[config.mk]
export PLATFORM = sky130hd
export DESIGN_NAME = divn_counter
export DESIGN_NICKNAME = d
export VERILOG_FILES = /design/src/rtl/divn_pkg.sv /design/src/rtl/divn_mode_dec.sv /design/src/rtl/divn_digit.sv /design/src/rtl/divn_prescale.sv /design/src/rtl/divn_out_latch.sv /design/src/rtl/divn_counter.sv
export SDC_FILE = /design/constraint.sdc
export NUM_CORES = 1
export LEC_CHECK = 0
export BUFFER_PORTS_ARGS = -buffer_cell sky130_fd_sc_hd__buf_2
export CAP_MARGIN = 20
export CORE_MARGIN = 2
export CORE_UTILIZATION = 61
export CTS_BUF_LIST = sky130_fd_sc_hd__clkbuf_2 sky130_fd_sc_hd__clkbuf_4 sky130_fd_sc_hd__clkbuf_8
export DETAILED_ROUTE_END_ITERATION = 10
export MAX_ROUTING_LAYER = met4
export PLACE_DENSITY = 0.87
export SYNTH_ARGS = -nofsm -noshare
export SYNTH_HDL_FRONTEND = slang
export SYNTH_SLANG_ARGS = --single-unit
[constraint.sdc]
create_clock -name clk -period 5.6 [get_ports clk]
set_input_delay 1.68 -clock clk [delete_from_list [all_inputs] [get_ports clk]]
set_output_delay 1.68 -clock clk [all_outputs]
set_load 0.01 [all_outputs]
[src/rtl/divn_pkg.sv]
package divn_pkg;

    typedef enum logic [2:0] {
        MODE_PRESET,
        MODE_DIV2,
        MODE_DIV4,
        MODE_DIV5,
        MODE_DIV8,
        MODE_DIV10
    } mode_e;

    // prescaler field mask and highest prescaler value for a mode
    typedef struct packed {
        logic [3:0] mask;
        logic [3:0] top;
    } pre_info_t;

    function automatic mode_e decode_mode(input logic [2:0] sel);
        mode_e m;
        case (sel)
            3'b111:         m = MODE_DIV2;
            3'b011:         m = MODE_DIV4;
            3'b101:         m = MODE_DIV5;
            3'b001:         m = MODE_DIV8;
            3'b110, 3'b010: m = MODE_DIV10;
            default:        m = MODE_PRESET;
        endcase
        return m;
    endfunction

    function automatic pre_info_t mode_info(input mode_e m);
        pre_info_t r;
        case (m)
            MODE_DIV2: r = '{mask: 4'h1, top: 4'd1};
            MODE_DIV4: r = '{mask: 4'h3, top: 4'd3};
            MODE_DIV5: r = '{mask: 4'h7, top: 4'd4};
            MODE_DIV8: r = '{mask: 4'h7, top: 4'd7};
            default:   r = '{mask: 4'hF, top: 4'd9};
        endcase
        return r;
    endfunction

endpackage

[src/rtl/divn_mode_dec.sv]
module divn_mode_dec
    import divn_pkg::*;
(
    input  logic [2:0] mode_sel,
    output logic       counting,
    output logic [3:0] pre_mask,
    output logic [3:0] pre_top
);
    mode_e     mode;
    pre_info_t info;

    always_comb begin
        mode     = decode_mode(mode_sel);
        info     = mode_info(mode);
        counting = (mode != MODE_PRESET);
        pre_mask = info.mask;
        pre_top  = info.top;
    end
endmodule

[src/rtl/divn_digit.sv]
module divn_digit #(
    parameter int W   = 4,
    parameter int TOP = 9
) (
    input  logic         clk,
    input  logic         rst,
    input  logic         load,
    input  logic [W-1:0] load_val,
    input  logic         dec,
    output logic [W-1:0] q,
    output logic         zero
);
    localparam logic [W-1:0] WRAP = W'(TOP);

    assign zero = (q == '0);

    always_ff @(posedge clk) begin
        if (rst || load)
            q <= load_val;
        else if (dec)
            q <= zero ? WRAP : q - W'(1);
    end

    AST_DIGIT_WRAP: assert property (@(posedge clk) disable iff (rst)
        (dec && !load && zero) |=> (q == WRAP));
endmodule

[src/rtl/divn_prescale.sv]
module divn_prescale #(
    parameter int W = 4
) (
    input  logic         clk,
    input  logic         rst,
    input  logic         load,
    input  logic [W-1:0] load_val,
    input  logic         step,
    input  logic         upper_zero,
    input  logic [W-1:0] mask,
    input  logic [W-1:0] top,
    output logic [W-1:0] q,
    output logic         borrow
);
    logic [W-1:0] field;
    logic [W-1:0] upper;
    logic         field_zero;

    assign field      = q & mask;
    assign upper      = q & ~mask;
    assign field_zero = (field == '0);
    assign borrow     = step && field_zero;

    always_ff @(posedge clk) begin
        if (rst || load)
            q <= load_val;
        else if (step) begin
            if (!field_zero)
                q <= q - W'(1);
            else if (upper_zero)
                q <= (upper - (mask + W'(1))) | top;
            else
                q <= upper | top;
        end
    end

    AST_FIELD_WRAP: assert property (@(posedge clk) disable iff (rst)
        (step && !load && field_zero) |=> ((q & $past(mask)) == $past(top)));
endmodule

[src/rtl/divn_out_latch.sv]
module divn_out_latch (
    input  logic clk,
    input  logic rst,
    input  logic hold,
    input  logic tc,
    output logic pulse
);
    always_ff @(posedge clk) begin
        if (rst)
            pulse <= 1'b0;
        else if (!hold)
            pulse <= tc;
    end

    AST_HOLD_FREEZE: assert property (@(posedge clk) disable iff (rst)
        hold |=> $stable(pulse));
endmodule

[src/rtl/divn_counter.sv]
module divn_counter #(
    parameter int NIB_W  = 4,
    parameter int DIGITS = 3,
    parameter int JAM_W  = NIB_W * (DIGITS + 1)
) (
    input  logic             clk,
    input  logic             rst,
    input  logic [2:0]       mode_sel,
    input  logic [JAM_W-1:0] jam,
    input  logic             out_hold,
    output logic             div_out
);
    localparam int DIGIT_TOP = 9;

    logic              counting;
    logic [NIB_W-1:0]  pre_mask;
    logic [NIB_W-1:0]  pre_top;
    logic [NIB_W-1:0]  pre_q;
    logic              pre_borrow;
    logic              tc;
    logic              load_all;
    logic              step;
    logic              upper_zero;
    logic [DIGITS-1:0] dig_zero;
    logic [DIGITS:0]   chain;

    divn_mode_dec i_dec (
        .mode_sel (mode_sel),
        .counting (counting),
        .pre_mask (pre_mask),
        .pre_top  (pre_top)
    );

    assign upper_zero = &dig_zero;
    assign tc         = counting && (pre_q == NIB_W'(1)) && upper_zero;
    assign load_all   = !counting || tc;
    assign step       = counting && !tc;

    divn_prescale #(.W(NIB_W)) i_pre (
        .clk        (clk),
        .rst        (rst),
        .load       (load_all),
        .load_val   (jam[NIB_W-1:0]),
        .step       (step),
        .upper_zero (upper_zero),
        .mask       (pre_mask),
        .top        (pre_top),
        .q          (pre_q),
        .borrow     (pre_borrow)
    );

    assign chain[0] = pre_borrow;

    for (genvar i = 0; i < DIGITS; i++) begin : g_digit
        logic [NIB_W-1:0] q;
        assign chain[i+1] = chain[i] && dig_zero[i];
        divn_digit #(.W(NIB_W), .TOP(DIGIT_TOP)) i_digit (
            .clk      (clk),
            .rst      (rst),
            .load     (load_all),
            .load_val (jam[NIB_W*(i+1) +: NIB_W]),
            .dec      (chain[i]),
            .q        (q),
            .zero     (dig_zero[i])
        );
    end

    divn_out_latch i_out (
        .clk   (clk),
        .rst   (rst),
        .hold  (out_hold),
        .tc    (tc),
        .pulse (div_out)
    );

    AST_PRESET_LOAD: assert property (@(posedge clk) disable iff (rst)
        !counting |=> (pre_q == $past(jam[NIB_W-1:0])));

    AST_PRESET_QUIET: assert property (@(posedge clk) disable iff (rst)
        (!counting && !out_hold) |=> !div_out);

    AST_TC_RELOAD: assert property (@(posedge clk) disable iff (rst)
        tc |=> (pre_q == $past(jam[NIB_W-1:0]) && !upper_zero || pre_q == $past(jam[NIB_W-1:0])));

    AST_PULSE_SINGLE: assert property (@(posedge clk) disable iff (rst)
        (div_out && !out_hold && $past(!out_hold) && counting) |=> !div_out);
endmodule

==> impl_summary.txt, run 1 <==
----------------------------------------------------
[Run status]
  Result of the run ... completed

[Floorplan]
  Chip width ... 47.5 um
  Vert. Die Dim ... roughly 48 um
  Floorplan core area ... 0.00175 sq mm
  Total die area ... ~0.0023 sq mm
  Initial core utilization ... about two thirds
  Io pins ... 23
  Standard-cell rows ... 15

[Power]
  Clk pwr share ... between 20 and 25%
  Internal cell power ... roughly 0.00021 W
  Total power divided by cell area ... roughly 230 mW/mm^2
  Maximum VDD drop ... around 0.00015 V
  Switch Pwr ... around 0.000090 W
  Combinational share of power ... about a fifth
  Relative contribution of sequential cells to total power ... 58.0%
  Leakage Power ... ~0.52 nW
  Switching share of power ... 30.0%

[Clocking]
  Post-CTS setup buffer count ... 0
  Hold bufs inserted after CTS ... 0
  Buffers from clock root to sink, at most ... 2
  Root cell of the clock tree ... sky130_fd_sc_hd__clkbuf_4
  Clock transition at the register clock pins on the worst setup and hold paths after CTS ... ~0.10 ns
  Clock tree from TritonCTS ... done
  Clock sink total ... 17
  Number of cells upsized or downsized after cts ... 0
  Maximum level of the CTS H-tree ... 1
  Cts bufs inserted ... 3
  Worst-skew pair later-pin latency ... 0.29 ns

[Route]
  DRC violation count after routing ... 0
  Starting DRC count in detailed routing ... 14
  Pre-antenna DRT Iters ... 4
  Vias/cell ... 5.78
  Total via count after detailed routing ... 1017
  Routed length per instance ... 13.8 um
  Routed wire length ... ~2400 um
  Residual antenna-violating net count after detailed routing ... 0

[Place]
  # placed instances ... 172
  Number of port buffers ... 22
  HPWL after detailed placement ... 1900 um
  RD Place Congestion ... between 0.8 and 0.9

[Final layout]
  Number of non-filler instances in the completed layout ... ~180
  Fill cell total of the finished layout ... 140
  Final net count ... roughly 180
  Layout cells sized above 1 ... about a quarter
  Signed area change from the synthesized netlist to the final layout ... 13.5%
  Most used cells in the layout excluding fill and tap cells ... sky130_fd_sc_hd__buf_2, sky130_fd_sc_hd__nand2_1, sky130_fd_sc_hd__o21ai_0
  Most common cell after layout, fill and taps aside ... sky130_fd_sc_hd__buf_2
  Number of antenna repair diodes ... 0

[Setup path]
  Reg2Reg Setup Slack ... about 3.2 ns
  Number of buffer and inverter stages on the critical path ... 1
  CP endpoint kind ... flip-flop
  Delay of the slowest cell on the worst path ... between 0.4 and 0.5 ns
  Top fanout value on the critical path ... 7
  Critical Path Slowest Stage Cell ... sky130_fd_sc_hd__o21ai_0
  Crit Path Category ... input port to flip-flop
  Data arrival at the endpoint of the critical path ... 2.89 ns
  Critical Path Source Type ... input port
  Critical path's top delay family ... compound AO/OA/AOI/OAI gates
  Critical Path, Cell by Cell ... buf_2, nand2b_1, a21oi_1, a211o_1, o21ai_0
  Worst path required time ... between 5 and 6 ns

[GRT]
  Number of global-route vias before repair ... about 900
  Largest net degree at the start of global routing ... 21
  Antenna violations before repair ... 0
  Sum of overflow across all layers after global routing ... 0
  Overall fraction of global-route tracks in use ... between 20% and 30%
  Wire length of the first global-routing pass ... ~3800 um

[Logic synthesis]
  Total number of yosys warnings ... 0
  Mapped Cells ... 125
  Mapped Area ... 0.00115 sq mm
  Mean area per synthesized cell ... roughly 9 sq um
  Count of different cell masters after synthesis ... 40
  Part of the Yosys area used for sequential elements ... 43.3%
  Flip-flop and latch count after synthesis ... 17

[STA]
  Minimum clock period after layout ... between 2 and 3 ns
  Clock Skew ... 0.00882 ns
  Final Max Tran Viols ... 0
  Fraction of the cycle the final worst path needs ... 52.8%
  Number of setup violations in the final report ... 0
  Actual transition at the worst max-transition pin ... approximately 0.73 ns
  Rel. slew slack ... 51.2%
  Number of failing hold endpoints at the final stage ... 0
  Unrepaired setup endpoints after global routing ... no
  Setup TNS Final ... 0 ns
  Fmax ... about 340 MHz

[Min path]
  Worst hold path type ... flip-flop to flip-flop

[Flow run]
  Max-cap check violation count ... 0

----------------------------------------------------
## power groups by stage
stage / logic [W] / clock network, W / registers (W)
after floorplan: 0.0000441 / 0 / 0.000172
after global placement: 0.0000571 / 0 / 0.000175
after detailed placement: 0.0000601 / 0 / 0.000177
after CTS: 0.0000607 / 0.0000653 / 0.000174
after global routing: 0.0000687 / 0.0000707 / 0.000177
final: 0.0000607 / 0.0000657 / 0.000175
## worst min-delay path: cells and delay by family, from the launching register on
| kind | cells | cell delay, ns |
|---|---|---|
| AOI/OAI and AO/OA | 1 | 0.06 |
| and+or+nand+nor | 1 | 0.07 |
| DFF | 1 | 0.34 |
## state kept, by name, indices dropped and copies added, names as in the netlist
| register | cells |
|---|---|
| g_digit.i_digit.q | 12 |
| i_out.pulse | 1 |
| i_pre.q | 4 |
## final timing paths
check / startpoint / endpoint / cells after the start
worst max-delay path: mode_sel[1] / g_digit[2].i_digit.q[2]$_DFFE_PP_ / 5
worst min-delay path: i_out.pulse$_SDFFE_PP0N_ / i_out.pulse$_SDFFE_PP0N_ / 2
worst min register to register: i_out.pulse$_SDFFE_PP0N_ / i_out.pulse$_SDFFE_PP0N_ / 2
worst max register to register: g_digit[2].i_digit.q[1]$_DFFE_PP_ / i_pre.q[1]$_DFFE_PP_ / 5
## Yosys cell counts, drive strengths merged
cell type / count / area share [%]
edfxtp: 16 / 42
ha: 3 / 3.3
a21oi: 6 / 2.6
a211o: 1 / 0.76
nor4: 4 / 3.2
nand3: 3 / 1.7
xnor2: 2 / 1.5
inv: 5 / 1.6
o31a: 2 / 1.6
or4b: 3 / 2.6
and3: 1 / 0.54
xor2: 1 / 0.76
a21boi: 1 / 0.65
nand2b: 1 / 0.54
nand2: 18 / 5.9
o31ai: 1 / 0.65
o211ai: 2 / 1.3
o41ai: 1 / 0.76
buf: 3 / 2.1
a32o: 1 / 0.87
o221a: 1 / 0.98
mux2i: 1 / 0.87
a2111oi: 1 / 0.76
o21a: 1 / 1.3
o21ai: 18 / 8.1
a31oi: 4 / 2.2
a311oi: 1 / 0.76
conb: 1 / 0.32
a21o: 1 / 0.65
nor2: 15 / 4.9
dfxtp: 1 / 1.7
a22o: 1 / 0.76
nor3: 4 / 2.2
## stage by stage
stage          power (W)  area, sq um  utilization, %  worst slack [ns]  hold slack (ns)
6_report        0.000301         1310            75.1              2.65            0.497
5_1_grt         0.000316         1310            75.1              2.55            0.519
4_1_cts         0.000300         1310            75.1              2.67            0.502
3_5_place_dp    0.000237         1280            73.5              2.37            0.479
3_3_place_gp    0.000232         1280            73.5              2.47            0.462
2_1_floorplan   0.000216         1170               -              2.71            0.525
## per-layer routing
metal  part of all wire (%)  up-vias  GRT usage [%]
met5                      0        -              -
met4                    1.2        0           6.67
met2                     52       19           45.7
li1                       -      523              -
met1                     44      470           27.5
met3                    2.8        5           4.15
## cell families after synthesis
logic type	Yosys count	synth area share, %
compound gates	43	24.7
xor+xnor	3	2.28
buf+inv	8	3.68
mux	1	0.867
simple gates	49	21.6
flops	17	43.3
fa+ha+maj	3	3.25
other cells	1	0.325
## layout make-up
| cell class | count | area, sq um | share of cell area (%) |
|---|---|---|---|
| sequential | 17 | 500 | 38.2 |
| clock buffer | 3 | 22.5 | 1.72 |
| timing repair buffer | 22 | 110 | 8.40 |
| tap | 25 | 31.3 | 2.39 |
| clock inverter | 1 | 5.00 | 0.382 |
| inverter | 5 | 18.8 | 1.43 |
| multi-input combinational | 103 | 623 | 47.5 |
(Power assumes the default switching activity.)
==> inputs of run 2 (changes only) <==
--- a/config.mk
+++ b/config.mk
@@ -8,11 +8,11 @@
 export BUFFER_PORTS_ARGS = -buffer_cell sky130_fd_sc_hd__buf_2
 export CAP_MARGIN = 20
 export CORE_MARGIN = 2
-export CORE_UTILIZATION = 61
+export CORE_UTILIZATION = 51
 export CTS_BUF_LIST = sky130_fd_sc_hd__clkbuf_2 sky130_fd_sc_hd__clkbuf_4 sky130_fd_sc_hd__clkbuf_8
 export DETAILED_ROUTE_END_ITERATION = 10
 export MAX_ROUTING_LAYER = met4
-export PLACE_DENSITY = 0.87
+export PLACE_DENSITY = 0.78
 export SYNTH_ARGS = -nofsm -noshare
 export SYNTH_HDL_FRONTEND = slang
 export SYNTH_SLANG_ARGS = --single-unit
==> constraint.sdc (replaced) <==
create_clock -name clk -period 2.7 [get_ports clk]
set_input_delay 0.81 -clock clk [delete_from_list [all_inputs] [get_ports clk]]
set_output_delay 0.81 -clock clk [all_outputs]
set_load 0.01 [all_outputs]
==> run 2 against run 1 <==
Highest routed layer unchanged. Register-to-register slack got worse by 2.7 ns. Hold slack improved by 0.037 ns. Final cell count increased by 2.3%. Power increased by 110%. Sequential share of layout area decreased by 0.40 points. First-iteration DRC count increased by 57%. Worst setup slack got worse by 2.2 ns.
==> impl_summary.txt, run 2 (synthesized netlist as in run 1, its figures left out) <==
----------------------------------------------------
[Clocking]
  Buffers from clock root to sink, at most ... 2
  Post-CTS setup buffer count ... 0
  Clock sink total ... 17
  Clock transition at the register clock pins on the worst setup and hold paths after CTS ... ~0.09 ns
  Root cell of the clock tree ... sky130_fd_sc_hd__clkbuf_4
  Maximum level of the CTS H-tree ... 1
  Hold bufs inserted after CTS ... 0
  Worst-skew pair later-pin latency ... about 0.28 ns
  Number of cells upsized or downsized after cts ... 0
  Cts bufs inserted ... 3
  Clock tree from TritonCTS ... done

[Final layout]
  Fill cell total of the finished layout ... 210
  Number of antenna repair diodes ... 0
  Finished Core Util ... 61.1%
  Flip-flop count of the largest register after layout ... 12
  Most common cell after layout, fill and taps aside ... sky130_fd_sc_hd__buf_2
  Final net count ... about 180
  Registers with the highest flip-flop counts ... g_digit.i_digit.q x12, i_pre.q x4, i_out.pulse x1
  Number of non-filler instances in the completed layout ... between 150 and 200
  Most flop-heavy register ... g_digit.i_digit.q
  Signed area change from the synthesized netlist to the final layout ... 14.7%
  Post-layout instance area ... around 0.0013 sq mm
  Layout cells sized above 1 ... around a quarter
  Most used cells in the layout excluding fill and tap cells ... sky130_fd_sc_hd__buf_2, sky130_fd_sc_hd__nand2_1, sky130_fd_sc_hd__o21ai_0

[Floorplan]
  Initial core utilization ... 53.2%
  Total die area ... 0.00266 sq mm
  Floorplan core area ... between 0.002 and 0.0025 sq mm
  Standard-cell rows ... 17
  Vert. Die Dim ... between 50 and 60 um
  Io pins ... 23
  Chip width ... a little over 50 um

[Power]
  Combinational share of power ... approximately a fifth
  Maximum VDD drop ... 0.000277 V
  Switch Pwr ... ~0.00018 W
  Total power divided by cell area ... ~470 mW/mm^2
  Clk pwr share ... approximately 22%
  Relative contribution of sequential cells to total power ... between 50% and 60%
  Leakage Power ... 0.530 nW
  Internal cell power ... 0.000451 W
  Switching share of power ... between 20% and 30%

[Setup path]
  CP endpoint kind ... flip-flop
  Crit Path Category ... flip-flop to flip-flop
  Data arrival at the endpoint of the critical path ... roughly 2.3 ns
  Critical Path Source Type ... flip-flop
  Worst path required time ... 2.73 ns
  Critical Path, Cell by Cell ... nor4_2, nand3_2, o21ai_2, buf_4, o21ai_0
  Number of buffer and inverter stages on the critical path ... 1
  Critical path's top delay family ... simple AND/OR/NAND/NOR gates
  Top fanout value on the critical path ... 11
  Delay of the slowest cell on the worst path ... roughly 0.48 ns
  Critical Path Slowest Stage Cell ... sky130_fd_sc_hd__edfxtp_1

[STA]
  Clock Skew ... around 0.0014 ns
  Number of setup violations in the final report ... 0
  Actual transition at the worst max-transition pin ... 0.592 ns
  Number of failing hold endpoints at the final stage ... 0
  Worst hold slack across all endpoints ... 0.535 ns
  Rel. slew slack ... between 50 and 60%
  Fmax ... roughly 440 MHz
  Unrepaired setup endpoints after global routing ... no
  Final Max Tran Viols ... 0
  Minimum clock period after layout ... between 2 and 2.5 ns
  Setup TNS Final ... 0 ns
  Fraction of the cycle the final worst path needs ... between 80 and 90%

[Flow run]
  Max-cap check violation count ... 0

[Route]
  Vias/cell ... roughly 5.7
  Routed wire length ... ~2400 um
  Starting DRC count in detailed routing ... 22
  Residual antenna-violating net count after detailed routing ... 0
  Pre-antenna DRT Iters ... 4
  DRC violation count after routing ... 0
  Routed length per instance ... between 10 and 15 um
  Total via count after detailed routing ... between 1000 and 1500

[Run status]
  Result of the run ... completed

[Place]
  Number of port buffers ... 22
  # placed instances ... 176
  RD Place Congestion ... 0.869
  HPWL after detailed placement ... ~1900 um
  Placed Area ... 0.00129 sq mm

[Min path]
  Worst hold path type ... flip-flop to flip-flop

[GRT]
  Number of global-route vias before repair ... about 990
  Largest net degree at the start of global routing ... 17
  Antenna violations before repair ... 0
  Overall fraction of global-route tracks in use ... between 20% and 30%
  Sum of overflow across all layers after global routing ... 0
  Wire length of the first global-routing pass ... around 4200 um

----------------------------------------------------
==> run 2: changes by cell type in the layout (fill, tap and decap cells not counted), sizes merged <==
cell    delta
clkbuf     +1
clkinv     -1
buf        +1
==> run 2: path summary, 6_finish.rpt <==
| kind | from | to | slack (ns) | cells after the start |
|---|---|---|---|---|
| max reg2reg | g_digit[1].i_digit.q[1]$_DFFE_PP_ | g_digit[1].i_digit.q[1]$_DFFE_PP_ | 0.42 | 5 |
| min | i_out.pulse$_SDFFE_PP0N_ | i_out.pulse$_SDFFE_PP0N_ | 0.53 | 2 |
| min reg2reg | i_out.pulse$_SDFFE_PP0N_ | i_out.pulse$_SDFFE_PP0N_ | 0.53 | 2 |
| max | g_digit[1].i_digit.q[1]$_DFFE_PP_ | g_digit[1].i_digit.q[1]$_DFFE_PP_ | 0.42 | 5 |
==> run 2: worst register-to-register path: stages, from the launching register on <==
cell	delay [ns]
sky130_fd_sc_hd__edfxtp_1	0.48
sky130_fd_sc_hd__nor4_2	0.47
sky130_fd_sc_hd__nand3_2	0.29
sky130_fd_sc_hd__o21ai_2	0.43
sky130_fd_sc_hd__buf_4	0.26
sky130_fd_sc_hd__o21ai_0	0.11
==> run 2: power groups by stage <==
stage	Sequential, W	Clock, W	Combinational, W
floorplan	0.000357	0	0.0000916
global placement	0.000364	0	0.000122
detailed placement	0.000366	0	0.000126
CTS	0.000360	0.000145	0.000127
global route	0.000367	0.000157	0.000145
finish	0.000361	0.000139	0.000126
==> run 2: layer usage <==
metal | global-route usage, % | up-vias | wire (um)
met5 | - | - | 0
met4 | 7.89 | 0 | 17
met3 | 2.59 | 2 | 76
met2 | 37.4 | 23 | 1210
met1 | 26.5 | 472 | 1110
li1 | - | 523 | -
==> run 2: metrics by stage <==
step | setup slack [ns] | total power, W
after floorplan | 0.684 | 0.000449
after global placement | 0.462 | 0.000485
after detailed placement | 0.346 | 0.000492
after CTS | 0.430 | 0.000632
after global routing | 0.263 | 0.000668
final | 0.424 | 0.000626
==> run 2: cell type report <==
cell class / count / area, sq um / area share, %
inverters: 5 / 18.8 / 1.42
well taps: 28 / 35.0 / 2.64
multi-input cells: 103 / 623 / 47.0
clock buffers: 4 / 30.0 / 2.27
flip-flops and latches: 17 / 500 / 37.8
repair buffers: 23 / 118 / 8.88
